### src/rtl/ebh_pkg.sv
package ebh_pkg;
  typedef enum logic [2:0] {
    ST_IDLE     = 3'd0,
    ST_WAIT_END = 3'd1,
    ST_CS_PARK  = 3'd2,
    ST_HELD     = 3'd3,
    ST_REGAIN   = 3'd4
  } arb_state_e;
endpackage

### src/rtl/ebh_sync.sv
module ebh_sync #(
  parameter int STAGES = 2
) (
  input  logic clk_i,
  input  logic rst_ni,
  input  logic d_i,
  output logic q_o
);
  logic [STAGES-1:0] sr_q;

  generate
    if (STAGES == 1) begin : g_single
      always_ff @(posedge clk_i or negedge rst_ni)
        if (!rst_ni) sr_q <= '0;
        else         sr_q <= d_i;
    end else begin : g_chain
      always_ff @(posedge clk_i or negedge rst_ni)
        if (!rst_ni) sr_q <= '0;
        else         sr_q <= {sr_q[STAGES-2:0], d_i};
    end
  endgenerate

  assign q_o = sr_q[STAGES-1];
endmodule

### src/rtl/ebh_fsm.sv
module ebh_fsm
  import ebh_pkg::*;
(
  input  logic       clk_i,
  input  logic       rst_ni,
  input  logic       req_i,
  input  logic       cycle_busy_i,
  output arb_state_e state_q_o,
  output arb_state_e state_d_o
);
  arb_state_e state_q, state_d;

  always_comb begin
    state_d = state_q;
    unique case (state_q)
      ST_IDLE:     if (req_i) state_d = cycle_busy_i ? ST_WAIT_END : ST_CS_PARK;
      ST_WAIT_END: if (!req_i) state_d = ST_IDLE;
                   else if (!cycle_busy_i) state_d = ST_CS_PARK;
      ST_CS_PARK:  state_d = ST_HELD;
      ST_HELD:     if (!req_i) state_d = ST_REGAIN;
      ST_REGAIN:   state_d = ST_IDLE;
      default:     state_d = ST_IDLE;
    endcase
  end

  always_ff @(posedge clk_i or negedge rst_ni)
    if (!rst_ni) state_q <= ST_IDLE;
    else         state_q <= state_d;

  assign state_q_o = state_q;
  assign state_d_o = state_d;

  // park step always lasts one cycle and leads to the held state
  p_park_single_r4: assert property (@(posedge clk_i) disable iff (!rst_ni)
    state_q == ST_CS_PARK |=> state_q == ST_HELD);
  // held state is only entered through the park step
  p_held_via_park_r4: assert property (@(posedge clk_i) disable iff (!rst_ni)
    (state_q == ST_HELD && $past(state_q) != ST_HELD) |-> $past(state_q) == ST_CS_PARK);
endmodule

### src/rtl/ebh_out.sv
module ebh_out
  import ebh_pkg::*;
(
  input  logic       clk_i,
  input  logic       rst_ni,
  input  arb_state_e state_q_i,
  input  arb_state_e state_d_i,
  input  logic       bus_need_i,
  output logic       grant_o,
  output logic       reclaim_o,
  output logic       cs_oe_o,
  output logic       cs_park_o,
  output logic       bus_oe_o,
  output logic       stall_o
);
  logic reclaim_q;

  always_ff @(posedge clk_i or negedge rst_ni)
    if (!rst_ni) reclaim_q <= 1'b0;
    else         reclaim_q <= (state_d_i == ST_HELD) && bus_need_i;

  always_comb begin
    grant_o   = 1'b0;
    cs_oe_o   = 1'b1;
    cs_park_o = 1'b0;
    bus_oe_o  = 1'b1;
    stall_o   = 1'b1;
    unique case (state_q_i)
      ST_IDLE:     stall_o = 1'b0;
      ST_WAIT_END: ;
      ST_CS_PARK: begin
        cs_park_o = 1'b1;
        bus_oe_o  = 1'b0;
      end
      ST_HELD: begin
        grant_o  = 1'b1;
        cs_oe_o  = 1'b0;
        bus_oe_o = 1'b0;
      end
      ST_REGAIN:   ;
      default:     stall_o = 1'b0;
    endcase
  end

  assign reclaim_o = reclaim_q;

  p_reclaim_only_held_r6: assert property (@(posedge clk_i) disable iff (!rst_ni)
    reclaim_o |-> grant_o);
  p_held_released_r5: assert property (@(posedge clk_i) disable iff (!rst_ni)
    grant_o |-> (!cs_oe_o && !bus_oe_o));
endmodule

### src/rtl/ext_bus_hold_arbiter.sv
module ext_bus_hold_arbiter
  import ebh_pkg::*;
#(
  parameter int SYNC_STAGES = 2
) (
  input  logic clk_i,
  input  logic rst_ni,
  input  logic ext_req_en_i,
  input  logic ext_req_i,
  input  logic cycle_busy_i,
  input  logic bus_need_i,
  output logic grant_o,
  output logic reclaim_o,
  output logic cs_oe_o,
  output logic cs_park_o,
  output logic bus_oe_o,
  output logic stall_o
);
  logic       req_sync;
  logic       req_eff;
  arb_state_e state_q, state_d;

  ebh_sync #(.STAGES(SYNC_STAGES)) u_sync (
    .clk_i (clk_i),
    .rst_ni(rst_ni),
    .d_i   (ext_req_i),
    .q_o   (req_sync)
  );

  assign req_eff = req_sync && ext_req_en_i;

  ebh_fsm u_fsm (
    .clk_i       (clk_i),
    .rst_ni      (rst_ni),
    .req_i       (req_eff),
    .cycle_busy_i(cycle_busy_i),
    .state_q_o   (state_q),
    .state_d_o   (state_d)
  );

  ebh_out u_out (
    .clk_i     (clk_i),
    .rst_ni    (rst_ni),
    .state_q_i (state_q),
    .state_d_i (state_d),
    .bus_need_i(bus_need_i),
    .grant_o   (grant_o),
    .reclaim_o (reclaim_o),
    .cs_oe_o   (cs_oe_o),
    .cs_park_o (cs_park_o),
    .bus_oe_o  (bus_oe_o),
    .stall_o   (stall_o)
  );

  p_busy_keeps_bus_r3: assert property (@(posedge clk_i) disable iff (!rst_ni)
    (cycle_busy_i && bus_oe_o) |=> !grant_o);
  p_park_then_grant_r4: assert property (@(posedge clk_i) disable iff (!rst_ni)
    cs_park_o |=> (!cs_park_o && !cs_oe_o && grant_o));
  p_grant_after_park_r4: assert property (@(posedge clk_i) disable iff (!rst_ni)
    $rose(grant_o) |-> $past(cs_park_o));
  p_regain_on_drop_r8: assert property (@(posedge clk_i) disable iff (!rst_ni)
    $fell(grant_o) |-> !$past(req_eff));
  p_regain_stall_r9: assert property (@(posedge clk_i) disable iff (!rst_ni)
    $fell(grant_o) |-> (stall_o && bus_oe_o && cs_oe_o && !reclaim_o));
endmodule

### config.mk
export PLATFORM = sky130hd
export DESIGN_NAME = ext_bus_hold_arbiter
export DESIGN_NICKNAME = d
export VERILOG_FILES = /design/src/rtl/ebh_pkg.sv /design/src/rtl/ebh_sync.sv /design/src/rtl/ebh_fsm.sv /design/src/rtl/ebh_out.sv /design/src/rtl/ext_bus_hold_arbiter.sv
export SDC_FILE = /design/constraint.sdc
export NUM_CORES = 1
export LEC_CHECK = 0
export ABC_AREA = 1
export CORE_AREA = 2 2 39 41
export DETAILED_ROUTE_END_ITERATION = 10
export DIE_AREA = 0 0 41 43
export GPL_ROUTABILITY_DRIVEN = 0
export GPL_TIMING_DRIVEN = 1
export HOLD_SLACK_MARGIN = 0.08
export MAX_ROUTING_LAYER = met4
export PLACE_DENSITY_LB_ADDON = 0.2
export SLEW_MARGIN = 20
export SYNTH_ARGS = -nofsm -noshare
export SYNTH_HDL_FRONTEND = slang
export SYNTH_SLANG_ARGS = --single-unit
### constraint.sdc
create_clock -name clk_i -period 0.94 [get_ports clk_i]
set_clock_uncertainty 0.05 [all_clocks]
set_input_delay 0.188 -clock clk_i [delete_from_list [all_inputs] [get_ports clk_i]]
set_output_delay 0.188 -clock clk_i [all_outputs]
set_load 0.1 [all_outputs]
==> results of run 1 <==
==> metrics by stage <==
step | setup slack, ps | util (%)
finish | -512.1 | 41.59
global route | -567.4 | 41.59
CTS | -512.6 | 41.59
detailed placement | -284.7 | 37.07
global placement | -270.2 | 37.07
floorplan | -571.8 | -
==> state kept, by name, indices dropped and copies added, names as in the netlist <==
| register | flops |
|---|---|
| u_fsm.state_q_o | 3 |
| u_sync.sr_q | 2 |
| u_out.reclaim_o | 1 |
==> synth_stat cells (all sizes together) <==
library cell  instances
dfrtp                 6
nor2                  6
o21ai                 2
inv                   7
nand3                 1
nand2                 8
==> critical path, cell delays in order, from the launching register on <==
cell and delay [ps]:
dfrtp_1 420, nor2_4 190, inv_6 60, nor2_4 110, buf_12 180
==> cells by family (layout without fill, tap and decap cells) <==
family	Yosys count	count (layout)	synth area share, %
and+or+nand+nor	15	15	27.32
buffers and inverters	7	28	10.25
DFF	6	6	58.54
AOI/OAI and AO/OA	2	2	3.903
==> cells in the final DEF (no fill, tap or decap), drive strengths merged <==
cell / netlist / final
buf: 0 / 12
clkbuf: 0 / 4
clkdlybuf4s50: 0 / 5
clkinvlp: 0 / 1
dfrtp: 6 / 6
inv: 7 / 6
nand2: 8 / 8
nand3: 1 / 1
nor2: 6 / 6
o21ai: 2 / 2
==> metal layers <==
layer / vias to the layer above / wire length, um
met5: - / 0
met4: 0 / 0
met3: 0 / 14
met2: 5 / 407
met1: 125 / 202
li1: 128 / -
==> cell type report <==
| cell class | instances | area share [%] |
|---|---|---|
| clock buffers | 4 | 4.565 |
| inverters | 7 | 6.087 |
| multi-input cells | 17 | 20.87 |
| flip-flops and latches | 6 | 26.30 |
| well taps | 16 | 3.478 |
| repair buffers | 17 | 38.70 |
==> repair_timing <==
item | in CTS | in global routing
buffers inserted | 3 | 0
pin swaps | 5 | 0
endpoints found under the setup margin | 10 | 10
resized for setup | 6 | 0
gates cloned | 0 | 0
==> worst paths after layout <==
| kind | from | to | slack, ps | cells past startpoint |
|---|---|---|---|---|
| worst max-delay path | u_fsm.state_q_o[2]$_DFF_PN0_ | cs_park_o | -510 | 4 |
| worst min-delay path | rst_ni | u_fsm.state_q_o[2]$_DFF_PN0_ | 130 | 1 |
| worst max register to register | u_fsm.state_q_o[2]$_DFF_PN0_ | u_fsm.state_q_o[1]$_DFF_PN0_ | -170 | 5 |
| worst min register to register | u_sync.sr_q[0]$_DFF_PN0_ | u_sync.sr_q[1]$_DFF_PN0_ | 300 | 0 |
| max in group asynchronous | rst_ni | u_out.reclaim_o$_DFF_PN0_ | 490 | 1 |
| min in group clk_i | u_sync.sr_q[0]$_DFF_PN0_ | u_sync.sr_q[1]$_DFF_PN0_ | 300 | 0 |
==> results.yml, run 1 <==
outcome:
  status: "finished with violations"
  violations: "negative setup slack"
worst_setup_path:
  critPathKind: "flip-flop to output pin"
  required_ps: 700
  cp-end-kind: "output pin"
  cp-start-kind: "flip-flop"
  critPathArrivalTime_ps: 1210
  crit_fanout: 4
yosys:
  ys_warn_count: 0
  yosysTopAreaCell: "dfrtp_1"
  synth_top_area_share_pct: 58.54
  syn_avg_cell_area_um2: 8.550
  syn_area_um2: 256.5
  syn_inst: 30
  synth.net_count: 36
  synthTopCellsByArea: "dfrtp_1 (59%), nand2_1 (10%), inv_1 (7.3%), nor2_1 (5.9%), nor2_4 (4.4%)"
  synth_seq_cells: 6
  ys_seq_area_share_pct: 58.54
  synth.distinct_cells: 10
sta:
  worst_slew_pin_slew_ps: 263.5
  slew_headroom_pct: 82.38
  fin_crit_ps: 1452
  fin_tns_setup_ps: -2954
  hold_violations: 0
  setup_viol: 10
  maxSlewViolCount: 0
  rsz0062_at_grt: "yes"
  setup_slack_ps: -512.1
  fmax_mhz: 688.6
  finalCritPeriodShare_pct: 154.5
  whs_ps: 127.6
die:
  dieArea_um2: 1763
  ios: 12
  fp.dieH_um: 43
  die_w_um: 41
  initial_core_util_pct: 18.54
  row_count: 14
  core_area_um2: 1384
global_routing:
  grt_max_degree: 7
  grtUsageMet2_pct: 19.06
  grt_use_met3_pct: 3.141
  grt_pass1_wl_um: 1186
  antenna_found_initial: 0
  grt_use_total_pct: 10.89
  gr-total-overflow: 0
  grt_use_met1_pct: 8.581
  grt_pass1_vias: 301
  busiest_layer: "met2"
layout:
  fill_cells: 144
  final_layout_size_suffix_gt1_share_pct: 52.94
  fin_area_um2: 575.6
  nets: 58
  syn2layout_area_growth_pct: 124.4
  multiInputGateArea_um2: 120.1
  final_cells: 67
  antennaDiodeCount: 0
  seqCellArea_um2: 151.4
clock_network:
  cts_hold_buf: 0
  cts_sinks: 6
  clkTransAtPathRegs_ps: 50
  cts_max_path_buffers: 2
  cts_tree: "yes"
  cts_max_level: 1
  ctsRootBufferMaster: "clkbuf_4"
  clk_latency_ps: 240
  cts_made_buffers: 3
placement:
  place_inst: 61
  placed_area_um2: 513.0
  io_buffers: 11
  hpwl_um: 488.9
route:
  vias: 258
  drtIter0Drc: 3
  drt_first_pass_iters: 2
  routed_wl_um: 625
  vias_per_cell: 3.851
  wl_per_cell_um: 9.328
  ant_nets: 0
  drc: 0
min_path:
  hold_class: "input pin to async pin"
run:
  max-cap-violations: 0
Power of run 1 is not shown: default switching activity piles up to over one toggle a cycle in this logic, so the estimate is an artifact.
==> run 2: changes to the inputs <==
Settings changed: SKIP_LAST_GASP set to 1.
==> run 2 against run 1 <==
Compared with the run above: the run still ends with negative setup slack left; sequential share of layout area up 0.11 points; first-iteration DRC count unchanged; critical path depth unchanged; routed wire length down 3.4%; cell count unchanged; core utilization down 0.18 points.
==> results.yml, run 2 (same netlist as run 1, synthesis figures left out) <==
outcome:
  status: "finished with violations"
  violations: "negative setup slack"
sta:
  fin_tns_setup_ps: -2937
  rsz0062_at_grt: "yes"
  maxSlewViolCount: 0
  hold_violations: 0
  worst_slew_pin_slew_ps: 264.0
  setup_slack_ps: -512.5
  setup_viol: 10
  fmax_mhz: 688.5
  fin_crit_ps: 1452
  whs_ps: 127.3
  finalCritPeriodShare_pct: 154.5
  slew_headroom_pct: 82.34
route:
  dr_wl_met2_um: 384
  maxUsedRoutingLayer: "met3"
  drc: 0
  drtIter0Drc: 3
  wl_per_cell_um: 9.015
  ant_nets: 0
  vias_per_cell: 3.836
  drt_first_pass_iters: 2
  wl_met3_um: 14
  m1WireLength_um: 204
  routed_wl_um: 604
  vias: 257
placement:
  hpwl_um: 488.9
  place_inst: 61
  preCtsSetupSlack_ps: -284.7
  io_buffers: 11
min_path:
  hold_class: "input pin to async pin"
clock_network:
  clk_latency_ps: 250
  cts_sinks: 6
  cts_max_level: 1
  cts_max_path_buffers: 2
  clkTransAtPathRegs_ps: 50
  cts_tree: "yes"
  cts_made_buffers: 3
  ctsRootBufferMaster: "clkbuf_4"
  cts_hold_buf: 0
worst_setup_path:
  cp_common_cell: "nor2_4"
  slowest_delay_ps: 420
  r2r-start: "u_fsm.state_q_o[2]$_DFF_PN0_"
  required_ps: 700
  critPathSlowestCell: "dfrtp_1"
  cp-start-kind: "flip-flop"
  crit_fanout: 4
  r2r_end: "u_fsm.state_q_o[1]$_DFF_PN0_"
  cp-end-kind: "output pin"
  critPathArrivalTime_ps: 1210
  r2r_cells: 5
  crit_path_cell_trace: "nor2_4 > inv_6 > nor2_4 > buf_12"
  reg2reg_slack_ps: -170
  critPathKind: "flip-flop to output pin"
global_routing:
  grt_pass1_vias: 292
  grt_max_degree: 7
  gr-total-overflow: 0
  grt_use_total_pct: 10.48
  grt_pass1_wl_um: 1145
  antenna_found_initial: 0
layout:
  final_cells: 67
  syn2layout_area_growth_pct: 123.4
  nets: 58
  antennaDiodeCount: 0
  final_layout_size_suffix_gt1_share_pct: 50.98
  largest_reg_flops: 3
  final_cell_mix: "nand2_1 (6), buf_12 (6), clkdlybuf4s50_1 (5), dfrtp_1 (5)"
die:
  ios: 12
  row_count: 14
  core_area_um2: 1384
  dieArea_um2: 1763
  fp.dieH_um: 43
  initial_core_util_pct: 18.54
  die_w_um: 41
run:
  max-cap-violations: 0
==> run 2: critical path, delay by kind of cell (launching register included) <==
family	cells	cell delay, ps
and+or+nand+nor	2	300
DFF	1	420
buffers and inverters	2	240
==> run 2: cell type report <==
class / instances / area [um^2]
fill: 145 / 810.8
timing repair buffer: 17 / 222.7
sequential: 6 / 151.4
multi-input combinational: 17 / 117.6
inverter: 7 / 35.03
clock buffer: 4 / 26.28
tap: 16 / 20.02
==> run 2: worst max-delay path by stage <==
stage | start | endpoint | slack, ps | depth (start not counted)
floorplan | u_fsm.state_q_o[2]$_DFF_PN0_ | grant_o | -570 | 3
global placement | u_fsm.state_q_o[2]$_DFF_PN0_ | cs_park_o | -270 | 4
detailed placement | u_fsm.state_q_o[2]$_DFF_PN0_ | cs_park_o | -280 | 4
CTS | u_fsm.state_q_o[2]$_DFF_PN0_ | grant_o | -510 | 4
global route | u_fsm.state_q_o[2]$_DFF_PN0_ | cs_park_o | -570 | 4
finish | u_fsm.state_q_o[2]$_DFF_PN0_ | cs_park_o | -510 | 4
==> run 2: through the flow <==
stage	area (um^2)	util, %
2_1_floorplan	292.8	-
3_3_place_gp	513.0	37.07
3_5_place_dp	513.0	37.07
4_1_cts	573.1	41.41
5_1_grt	573.1	41.41
6_report	573.1	41.41
==> run 2: timing repair <==
action,in CTS,in global routing
setup endpoints to repair,10,10
gates cloned,0,0
setup buffers,3,0
resized for setup,5,0
pin swaps,5,0
==> run 2: routing by layer <==
| layer | global-route usage (%) | up-vias |
|---|---|---|
| li1 | - | 128 |
| met1 | 8.581 | 124 |
| met2 | 17.81 | 5 |
| met3 | 3.141 | 0 |
| met4 | 8.000 | 0 |
| met5 | - | - |
Power of run 2 is left out for the same reason.
